`src/rtl/nfm_pkg.sv`:
```
package nfm_pkg;

  // width of a counter able to hold 0..n
  function automatic int unsigned cnt_width(input int unsigned n);
    int unsigned w;
    w = 1;
    while ((1 << w) < (n + 1)) w++;
    return w;
  endfunction

  // position in the ascending sort of the lower clean median; impulses sit low
  function automatic int unsigned pick_index(input int unsigned n, input int unsigned k);
    if (k == 0) return 0;
    return n - k + (k - 1) / 2;
  endfunction

endpackage

```
`src/rtl/nfm_cas_layer.sv`:
```
module nfm_cas_layer #(
  parameter int unsigned PIX_W   = 8,
  parameter int unsigned NUM_PIX = 9,
  parameter bit          ODD     = 1'b0
) (
  input  logic                            clk_i,
  input  logic                            rst_ni,
  input  logic [NUM_PIX-1:0][PIX_W-1:0]   d_i,
  output logic [NUM_PIX-1:0][PIX_W-1:0]   q_o
);

  localparam int FIRST = ODD ? 1 : 0;

  logic [NUM_PIX-1:0][PIX_W-1:0] nxt;

  always_comb begin
    nxt = d_i;
    for (int i = FIRST; i < int'(NUM_PIX) - 1; i += 2) begin
      if (d_i[i] > d_i[i+1]) begin
        nxt[i]   = d_i[i+1];
        nxt[i+1] = d_i[i];
      end
    end
  end

  always_ff @(posedge clk_i or negedge rst_ni) begin
    if (!rst_ni) q_o <= '0;
    else         q_o <= nxt;
  end

endmodule

```
`src/rtl/nfm_sort_net.sv`:
```
module nfm_sort_net #(
  parameter int unsigned PIX_W   = 8,
  parameter int unsigned NUM_PIX = 9
) (
  input  logic                            clk_i,
  input  logic                            rst_ni,
  input  logic [NUM_PIX-1:0][PIX_W-1:0]   d_i,
  output logic [NUM_PIX-1:0][PIX_W-1:0]   q_o
);

  // odd-even transposition: NUM_PIX alternating layers sort NUM_PIX values
  logic [NUM_PIX:0][NUM_PIX-1:0][PIX_W-1:0] stage;

  assign stage[0] = d_i;

  for (genvar l = 0; l < NUM_PIX; l++) begin : g_layer
    nfm_cas_layer #(
      .PIX_W  (PIX_W),
      .NUM_PIX(NUM_PIX),
      .ODD    ((l % 2) == 1)
    ) u_layer (
      .clk_i (clk_i),
      .rst_ni(rst_ni),
      .d_i   (stage[l]),
      .q_o   (stage[l+1])
    );
  end

  assign q_o = stage[NUM_PIX];

endmodule

```
`src/rtl/nfm_select.sv`:
```
module nfm_select #(
  parameter int unsigned PIX_W   = 8,
  parameter int unsigned NUM_PIX = 9,
  parameter int unsigned CNT_W   = 4
) (
  input  logic                            clk_i,
  input  logic                            rst_ni,
  input  logic                            valid_i,
  input  logic [NUM_PIX-1:0][PIX_W-1:0]   sorted_i,
  output logic                            valid_o,
  output logic [PIX_W-1:0]                median_o,
  output logic [CNT_W-1:0]                cnt_o,
  output logic                            all_noisy_o
);

  logic [CNT_W-1:0]              cnt_c;
  logic [NUM_PIX-1:0][PIX_W-1:0] srt_q;
  logic [CNT_W-1:0]              cnt_q;
  logic                          vld_q;
  logic [PIX_W-1:0]              pick_c;

  // count stage
  always_comb begin
    cnt_c = '0;
    for (int i = 0; i < int'(NUM_PIX); i++)
      if (sorted_i[i] != '0) cnt_c = cnt_c + CNT_W'(1);
  end

  always_ff @(posedge clk_i or negedge rst_ni) begin
    if (!rst_ni) begin
      srt_q <= '0;
      cnt_q <= '0;
      vld_q <= 1'b0;
    end else begin
      srt_q <= sorted_i;
      cnt_q <= cnt_c;
      vld_q <= valid_i;
    end
  end

  // selection stage
  always_comb begin
    pick_c = '0;
    for (int i = 0; i < int'(NUM_PIX); i++)
      if ((cnt_q != '0) && (i == int'(nfm_pkg::pick_index(NUM_PIX, int'(cnt_q)))))
        pick_c = srt_q[i];
  end

  always_ff @(posedge clk_i or negedge rst_ni) begin
    if (!rst_ni) begin
      valid_o     <= 1'b0;
      median_o    <= '0;
      cnt_o       <= '0;
      all_noisy_o <= 1'b0;
    end else begin
      valid_o <= vld_q;
      if (vld_q) begin
        median_o    <= pick_c;
        cnt_o       <= cnt_q;
        all_noisy_o <= (cnt_q == '0);
      end
    end
  end

endmodule

```
`src/rtl/noise_free_median.sv`:
```
module noise_free_median #(
  parameter int unsigned PIX_W   = 8,
  parameter int unsigned NUM_PIX = 9,
  localparam int unsigned CNT_W  = nfm_pkg::cnt_width(NUM_PIX)
) (
  input  logic                       clk_i,
  input  logic                       rst_ni,
  input  logic                       valid_i,
  input  logic [NUM_PIX*PIX_W-1:0]   pix_i,
  output logic                       valid_o,
  output logic [PIX_W-1:0]           median_o,
  output logic [CNT_W-1:0]           clean_cnt_o,
  output logic                       all_noisy_o
);

  logic [NUM_PIX-1:0][PIX_W-1:0] mapped;
  logic [NUM_PIX-1:0][PIX_W-1:0] sorted;
  logic [NUM_PIX-1:0]            vld_sh;

  // impulses at either rail become zero
  for (genvar g = 0; g < NUM_PIX; g++) begin : g_map
    logic [PIX_W-1:0] px;
    assign px        = pix_i[g*PIX_W +: PIX_W];
    assign mapped[g] = ((px == '0) || (px == '1)) ? '0 : px;
  end

  nfm_sort_net #(
    .PIX_W  (PIX_W),
    .NUM_PIX(NUM_PIX)
  ) u_sort (
    .clk_i (clk_i),
    .rst_ni(rst_ni),
    .d_i   (mapped),
    .q_o   (sorted)
  );

  // valid travels beside the network layers
  always_ff @(posedge clk_i or negedge rst_ni) begin
    if (!rst_ni) vld_sh <= '0;
    else         vld_sh <= {vld_sh[NUM_PIX-2:0], valid_i};
  end

  nfm_select #(
    .PIX_W  (PIX_W),
    .NUM_PIX(NUM_PIX),
    .CNT_W  (CNT_W)
  ) u_sel (
    .clk_i      (clk_i),
    .rst_ni     (rst_ni),
    .valid_i    (vld_sh[NUM_PIX-1]),
    .sorted_i   (sorted),
    .valid_o    (valid_o),
    .median_o   (median_o),
    .cnt_o      (clean_cnt_o),
    .all_noisy_o(all_noisy_o)
  );

endmodule

```
`config.mk`:
```
export PLATFORM = sky130hd
export DESIGN_NAME = noise_free_median
export DESIGN_NICKNAME = d
export VERILOG_FILES = /design/src/rtl/nfm_pkg.sv /design/src/rtl/nfm_cas_layer.sv /design/src/rtl/nfm_sort_net.sv /design/src/rtl/nfm_select.sv /design/src/rtl/noise_free_median.sv
export SDC_FILE = /design/constraint.sdc
export NUM_CORES = 1
export LEC_CHECK = 0
export BUFFER_PORTS_ARGS = -buffer_cell sky130_fd_sc_hd__buf_2
export CAP_MARGIN = 0
export CORE_UTILIZATION = 50
export CTS_CLUSTER_SIZE = 30
export DETAILED_ROUTE_END_ITERATION = 12
export PLACE_DENSITY = 0.69
export SLEW_MARGIN = 0
export SYNTH_ARGS = -nofsm -noshare
export SYNTH_HDL_FRONTEND = slang
export SYNTH_SLANG_ARGS = --single-unit
```
`constraint.sdc`:
```
create_clock -name clk_i -period 4.5 [get_ports clk_i]
set_clock_uncertainty 0.1 [all_clocks]
set_input_delay 0.225 -clock clk_i [delete_from_list [all_inputs] [get_ports clk_i]]
set_output_delay 0.225 -clock clk_i [all_outputs]
set_load 0.02 [all_outputs]
```
==> impl_metrics.yaml, run 1 <==
placed_design:
  portBuffers: 88
  dp.cells: 3865
  dp_hpwl_mm: 49.6
  routabilityCongestion: 0.910
  placed_cell_area_um2: 36800
logic_synthesis:
  avgSynthCellArea_um2: 12.2
  syn-num-nets: 3267
  synth_area_um2: 35100
  ys_seq_elements: 748
  synth_cell_type_count: 58
  synth-seq-area-share_pct: 53.3
  synth_ff_type: "dfrtp_1"
  synthArstFlopShare_pct: 100
  netlist_instances: 2881
  synth_edf_count: 0
  ys_warn_count: 0
die:
  die-area_um2: 71200
  num_rows: 96
  initial_core_util_pct: 50.8
  die-height_um: 267
  core_region_area_um2: 69100
  die_x_um: 267
  io_pins: 89
clock_tree:
  path_clk_slew_ns: 0.06
  ctsHtreeMaxLevel: 3
  clk_path_buf_depth: 3
  root_buffer: "clkbuf_16"
  clock-sinks: 748
  tritoncts: "yes"
  cts_made_buffers: 78
  clock_latency_ns: 0.63
power_and_ir_drop:
  pwr-share-comb_pct: 43.4
  ir_drop_uv: 378
  switching_share_pct: 35.7
  power.share.clock_pct: 19.8
  power.net_switching_mw: 11.8
  power.density_nw_per_um2: 806
  seqPwrFrac_pct: 36.8
  p_leak_nw: 19.7
  internal_power_mw: 21.3
drt:
  drt-pass1-iter-count: 5
  detail-route-antenna-nets: 0
  via_per_inst: 5.30
  drt_first_iter_violations: 1250
  wire_per_inst_um: 16.9
  drc: 0
  vias: 21900
  routed_wl_mm: 69.7
timing:
  finalCritPeriodShare_pct: 99.1
  worstMarginPinSlew_ns: 1.29
  fmaxAchievable_mhz: 224
  period_needed_ns: 4.46
  hold_viol: 0
  relSlewSlack_pct: 13.4
  finalSetupViolCount: 0
  hold_ws_ns: 0.156
  rsz0062_at_grt: "true"
  maxSlewViolCount: 0
global_route:
  grt_pass1_wl_mm: 117
  grt_max_degree: 124
  antenna_found_initial: 0
  grt_use_total_pct: 20.2
  gr-usage-met3_pct: 2.94
  grt.busiest_layer: "met2"
  first_global_vias: 23300
  use_met2_pct: 36.7
  grt.met1_usage_pct: 24.0
  grt-ovfl-total: 0
critical_path:
  r2r-start: "u_sort.g_layer[8].u_layer.q_o[6]$_DFF_PN0_"
  cp-startpoint: "u_sort.g_layer[8].u_layer.q_o[6]$_DFF_PN0_"
  path_max_fanout: 2
  crit_end: "u_sel.cnt_q[1]$_DFF_PN0_"
  cp-start-kind: "flip-flop"
  cp_data_required_time_ns: 4.90
  reg2reg_to: "u_sel.cnt_q[1]$_DFF_PN0_"
  r2r_slack_ns: 0.04
  cp.arrival_ns: 4.86
  r2r_cells: 21
  crit_path_end_kind: "flip-flop"
  worstSetupPathType: "flip-flop to flip-flop"
status:
  status: "finished clean"
layout:
  n_fill_cell: 5496
  final-seq-area_um2: 18700
  n_antenna_cell: 0
  drive_gt1_share_pct: 24.2
  nets: 3528
  multi_input_area_um2: 15200
  layout_commonest_cell: "dfrtp_1"
  final_area_um2: 41000
  area_growth_pct: 16.9
  layout_common_cells: "748 x dfrtp_1, 445 x mux2_2, 311 x inv_1, 295 x ha_1, 166 x o21ai_0"
  stdcell_count: 4136
run:
  max_cap_violations: 0
worst_hold_path:
  min_path_type: "primary input to async pin"
==> synthesized netlist by cell type (3+ instances only) <==
library cell / count / share of area [%]
dfrtp_1: 748 / 53
mux2_2: 447 / 14
inv_1: 314 / 3.4
ha_1: 302 / 11
o21ai_0: 169 / 2.4
nand2_1: 166 / 1.8
a21oi_1: 79 / 1.1
mux2i_1: 74 / 2.1
nand3_1: 73 / 1.0
clkbuf_1: 62 / 0.66
a21o_1: 49 / 1.0
nand2b_1: 39 / 0.70
nor2b_1: 38 / 0.68
nor2_1: 37 / 0.40
o21a_1: 32 / 0.68
nor4_1: 31 / 0.55
nand4_1: 26 / 0.46
and3_1: 20 / 0.36
a22oi_1: 15 / 0.32
xnor2_1: 15 / 0.37
o31a_1: 14 / 0.35
o21ai_1: 13 / 0.19
a31oi_1: 11 / 0.20
nor3_1: 10 / 0.14
fa_1: 9 / 0.51
and2_1: 8 / 0.14
xor2_1: 8 / 0.20
a22o_1: 7 / 0.17
o221ai_1: 7 / 0.17
and4_1: 6 / 0.15
o22ai_1: 6 / 0.11
or4_1: 6 / 0.13
buf_1: 4 / 0.043
buf_2: 4 / 0.057
xnor3_2: 3 / 0.20
==> kinds of logic after synthesis <==
kind of cell | after synthesis | synth area share, %
AO/OA/AOI/OAI | 412 | 7.02
buffers and inverters | 385 | 4.13
AND/OR/NAND/NOR | 477 | 6.94
adder cells (fa/ha/maj) | 311 | 11.3
flip-flops | 748 | 53.3
XOR/XNOR | 27 | 0.824
multiplexers | 521 | 16.5
==> area by class of cell <==
type	count	share of cell area, %
Sequential cell	748	45.6
Timing Repair Buffer	251	4.97
Clock inverter	45	1.30
Multi-Input combinational cell	1748	37.1
Tap cell	931	2.84
Inverter	315	2.89
Clock buffer	98	5.28
==> flip-flops by register name, summed over array words and instances, names as in the netlist <==
register                    count
u_sel.all_noisy_o               1
u_sel.cnt_o                     4
u_sel.cnt_q                     4
u_sel.median_o                  8
u_sel.srt_q                    72
u_sel.valid_o                   1
u_sel.vld_q                     1
u_sort.g_layer.u_layer.q_o    648
vld_sh                          9
==> worst max-delay path, stage by stage, from the launching register on <==
cell	delay, ns
dfrtp_1	0.42
nor4_4	0.31
nand2_1	0.17
ha_4	0.20
and3b_2	0.27
nor2_4	0.06
ha_4	0.23
o21ai_4	0.06
nand2_2	0.09
ha_4	0.28
inv_4	0.03
a21boi_2	0.12
ha_1	0.25
a22oi_2	0.20
inv_2	0.07
ha_4	0.24
nor2_2	0.10
a21oi_2	0.05
ha_1	0.33
mux2_4	0.29
ha_4	0.21
mux2_4	0.25
==> metrics by stage <==
stage	power [mW]	setup slack (ns)	util, %	TNS [ns]
finish	33.1	0.0387	59.4	0
detailed placement	26.0	-0.389	53.3	-3.52
global placement	25.4	-0.255	53.3	-0.897
floorplan	22.3	0.00427	-	0
CTS	33.1	-0.0277	59.1	-0.0335
global route	35.5	-0.0572	59.4	-0.231
==> what timing repair did <==
item | CTS | global route
setup endpoints to repair | 11 | 11
gates resized for setup | 28 | 28
pin swaps | 19 | 15
endpoints found under the hold margin | 170 | 0
setup buffers | 8 | 5
hold buffers | 114 | 0
==> power by group through the flow <==
stage               Combinational [mW]  Clock, mW  Sequential (mW)
finish                            14.4       6.54             12.2
global route                      16.0       7.00             12.5
CTS                               14.2       6.71             12.2
detailed placement                13.7          0             12.3
global placement                  13.2          0             12.2
floorplan                         11.2          0             11.2
==> worst min path at each step <==
stage	from	end	depth (start not counted)
after global routing	valid_i	vld_sh[0]$_DFF_PN0_	2
final	rst_ni	u_sel.srt_q[20]$_DFF_PN0_	2
after global placement	vld_sh[4]$_DFF_PN0_	vld_sh[5]$_DFF_PN0_	0
after detailed placement	u_sort.g_layer[0].u_layer.q_o[3]$_DFF_PN0_	u_sort.g_layer[1].u_layer.q_o[3]$_DFF_PN0_	0
after floorplan	rst_ni	u_sel.all_noisy_o$_DFFE_PN0P_	0
after CTS	valid_i	vld_sh[0]$_DFF_PN0_	2
==> per-layer routing <==
layer	wire length [um]	vias up	part of all wire (%)
li1	-	10500	-
met1	29000	10800	42
met4	2550	0	3.7
met2	36300	403	52
met5	0	-	0
met3	1920	158	2.7
Note: power is estimated with default switching activity, not from simulation.
==> inputs of run 2 (changes only) <==
--- a/config.mk
+++ b/config.mk
@@ -7,10 +7,13 @@
 export LEC_CHECK = 0
 export BUFFER_PORTS_ARGS = -buffer_cell sky130_fd_sc_hd__buf_2
 export CAP_MARGIN = 0
+export CORE_ASPECT_RATIO = 0.6
 export CORE_UTILIZATION = 50
 export CTS_CLUSTER_SIZE = 30
 export DETAILED_ROUTE_END_ITERATION = 12
+export MAX_ROUTING_LAYER = met4
 export PLACE_DENSITY = 0.69
+export REMOVE_ABC_BUFFERS = 1
 export SLEW_MARGIN = 0
 export SYNTH_ARGS = -nofsm -noshare
 export SYNTH_HDL_FRONTEND = slang
==> run 2 against run 1 <==
Net effect:
- via count rose by 0.49%
- flip-flop and latch count did not move
- sequential power barely moved
- register-to-register slack barely moved
- critical path type unchanged
- largest cell class unchanged
- highest routed layer unchanged
==> impl_metrics.yaml, run 2 (synthesized netlist as in run 1, its figures left out) <==
status:
  status: "finished clean"
die:
  die_x_um: 344
  io_pins: 89
  initial_core_util_pct: 51.1
  core_region_area_um2: 68700
  die-height_um: 207
  die-area_um2: 71300
  num_rows: 74
layout:
  area_growth_pct: 15.4
  layout_commonest_cell: "dfrtp_1"
  top_register: "u_sort.g_layer.u_layer.q_o"
  layout_common_cells: "745 x dfrtp_1, 445 x mux2_2, 312 x inv_1, 295 x ha_1"
  n_antenna_cell: 0
  n_fill_cell: 5402
  nets: 3528
  drive_gt1_share_pct: 23.4
  largest_reg_flops: 648
  top_regs: "u_sort.g_layer.u_layer.q_o (648), u_sel.srt_q (72), vld_sh (9)"
  final_core_util_pct: 58.9
critical_path:
  r2r-start: "u_sort.g_layer[8].u_layer.q_o[14]$_DFF_PN0_"
  r2r_slack_ns: 0.03
  cp-start-kind: "flip-flop"
  cp_data_required_time_ns: 4.89
  cp.arrival_ns: 4.86
  worstSetupPathType: "flip-flop to flip-flop"
  r2r_cells: 19
  crit_path_end_kind: "flip-flop"
  path_max_fanout: 3
  reg2reg_to: "u_sel.cnt_q[1]$_DFF_PN0_"
drt:
  drc: 0
  drt_first_iter_violations: 1427
  detail-route-antenna-nets: 0
  vias: 22000
  via_per_inst: 5.36
  wire_per_inst_um: 17.9
  routed_wl_mm: 73.4
  drt-pass1-iter-count: 6
placed_design:
  pre_cts_slack_ns: -0.665
  portBuffers: 88
  dp_hpwl_mm: 53.1
  routabilityCongestion: 0.915
clock_tree:
  root_buffer: "clkbuf_16"
  ctsHtreeMaxLevel: 3
  cts_made_buffers: 69
  clock_latency_ns: 0.60
  clk_path_buf_depth: 3
  clock-sinks: 748
  path_clk_slew_ns: 0.06
  tritoncts: "yes"
timing:
  fmaxAchievable_mhz: 224
  relSlewSlack_pct: 9.77
  finalSetupViolCount: 0
  setup_ws_ns: 0.0267
  hold_ws_ns: 0.167
  hold_viol: 0
  fin_tns_setup_ns: 0
  maxSlewViolCount: 0
  period_needed_ns: 4.47
  finalCritPeriodShare_pct: 99.4
  worstMarginPinSlew_ns: 1.34
  rsz0062_at_grt: "true"
power_and_ir_drop:
  ir_drop_uv: 320
  p_leak_nw: 19.5
  power.density_nw_per_um2: 806
global_route:
  grt_max_degree: 119
  first_global_vias: 23100
  grt-ovfl-total: 0
  grt_use_total_pct: 21.8
  antenna_found_initial: 1
  grt_pass1_wl_mm: 121
run:
  max_cap_violations: 0
worst_hold_path:
  min_path_type: "primary input to async pin"
## run 2: changes by cell type in the layout (fill, tap and decap cells not counted), sizes merged
cell	delta
clkinvlp	-11
clkinv	-8
bufinv	-6
buf	+9
clkbuf	+6
inv	-4
## run 2: per-stage QoR
| step | power (mW) | instance area [um2] | std cells |
|---|---|---|---|
| after floorplan | 22.1 | 34800 | 2811 |
| after global placement | 25.6 | 36800 | 3854 |
| after detailed placement | 26.3 | 36800 | 3854 |
| after CTS | 32.5 | 40300 | 4093 |
| after global routing | 35.0 | 40500 | 4103 |
| final | 32.6 | 40500 | 4103 |
## run 2: what timing repair did
item / 4_1_cts / 5_1_grt
setup endpoints to repair: 11 / 16
hold buffers: 114 / 0
buffers inserted: 5 / 8
gates resized for setup: 26 / 27
hold endpoints to repair: 166 / 0
pin swaps: 16 / 19
## run 2: worst max path at each step
stage	startpoint	end	slack (ns)	cells past startpoint
2_1_floorplan	u_sel.cnt_q[1]$_DFF_PN0_	u_sel.median_o[6]$_DFFE_PN0P_	-0.73	13
3_3_place_gp	u_sort.g_layer[8].u_layer.q_o[13]$_DFF_PN0_	u_sel.cnt_q[1]$_DFF_PN0_	-0.27	22
3_5_place_dp	u_sel.cnt_q[1]$_DFF_PN0_	u_sel.median_o[5]$_DFFE_PN0P_	-0.67	16
4_1_cts	u_sort.g_layer[8].u_layer.q_o[14]$_DFF_PN0_	u_sel.cnt_q[1]$_DFF_PN0_	0.02	21
5_1_grt	u_sort.g_layer[8].u_layer.q_o[2]$_DFF_PN0_	u_sel.cnt_q[1]$_DFF_PN0_	-0.12	20
6_report	u_sort.g_layer[8].u_layer.q_o[14]$_DFF_PN0_	u_sel.cnt_q[1]$_DFF_PN0_	0.03	19
## run 2: cell type report
class | instances | area (um2) | area share (%)
repair buffers | 260 | 2110 | 5.20
inverters | 315 | 1180 | 2.92
clock inverters | 16 | 120 | 0.297
flip-flops and latches | 748 | 18700 | 46.2
multi-input cells | 1748 | 15200 | 37.4
clock buffers | 104 | 2060 | 5.09
well taps | 912 | 1140 | 2.82
## run 2: routing by layer
layer  share of wire (%)  vias to the layer above  global-route usage [%]
li1                    -                    10500                       -
met2                  44                      420                    31.5
met1                  50                    10900                    31.9
met5                   0                        -                       -
met3                 3.7                      144                    3.59
met4                 2.5                        0                    5.94
## run 2: power by group
| part | leakage [nW] | internal, mW | switching [mW] |
|---|---|---|---|
| Combinational | 9.57 | 7.60 | 7.16 |
| Sequential | 8.86 | 9.86 | 2.30 |
| Clock | 1.07 | 3.22 | 2.46 |
| Total | 19.5 | 20.7 | 11.9 |
## run 2: worst max-delay path, stage by stage (launching register included)
cell,delay [ns]
dfrtp_1,0.39
nor4_2,0.27
nand2_1,0.18
ha_4,0.33
buf_4,0.12
xnor3_2,0.42
inv_1,0.10
ha_4,0.21
inv_2,0.06
a21boi_2,0.05
ha_1,0.31
a22oi_2,0.22
inv_2,0.07
ha_4,0.25
nor2_4,0.11
a21oi_2,0.05
ha_1,0.35
mux2_4,0.29
ha_4,0.21
mux2_4,0.25
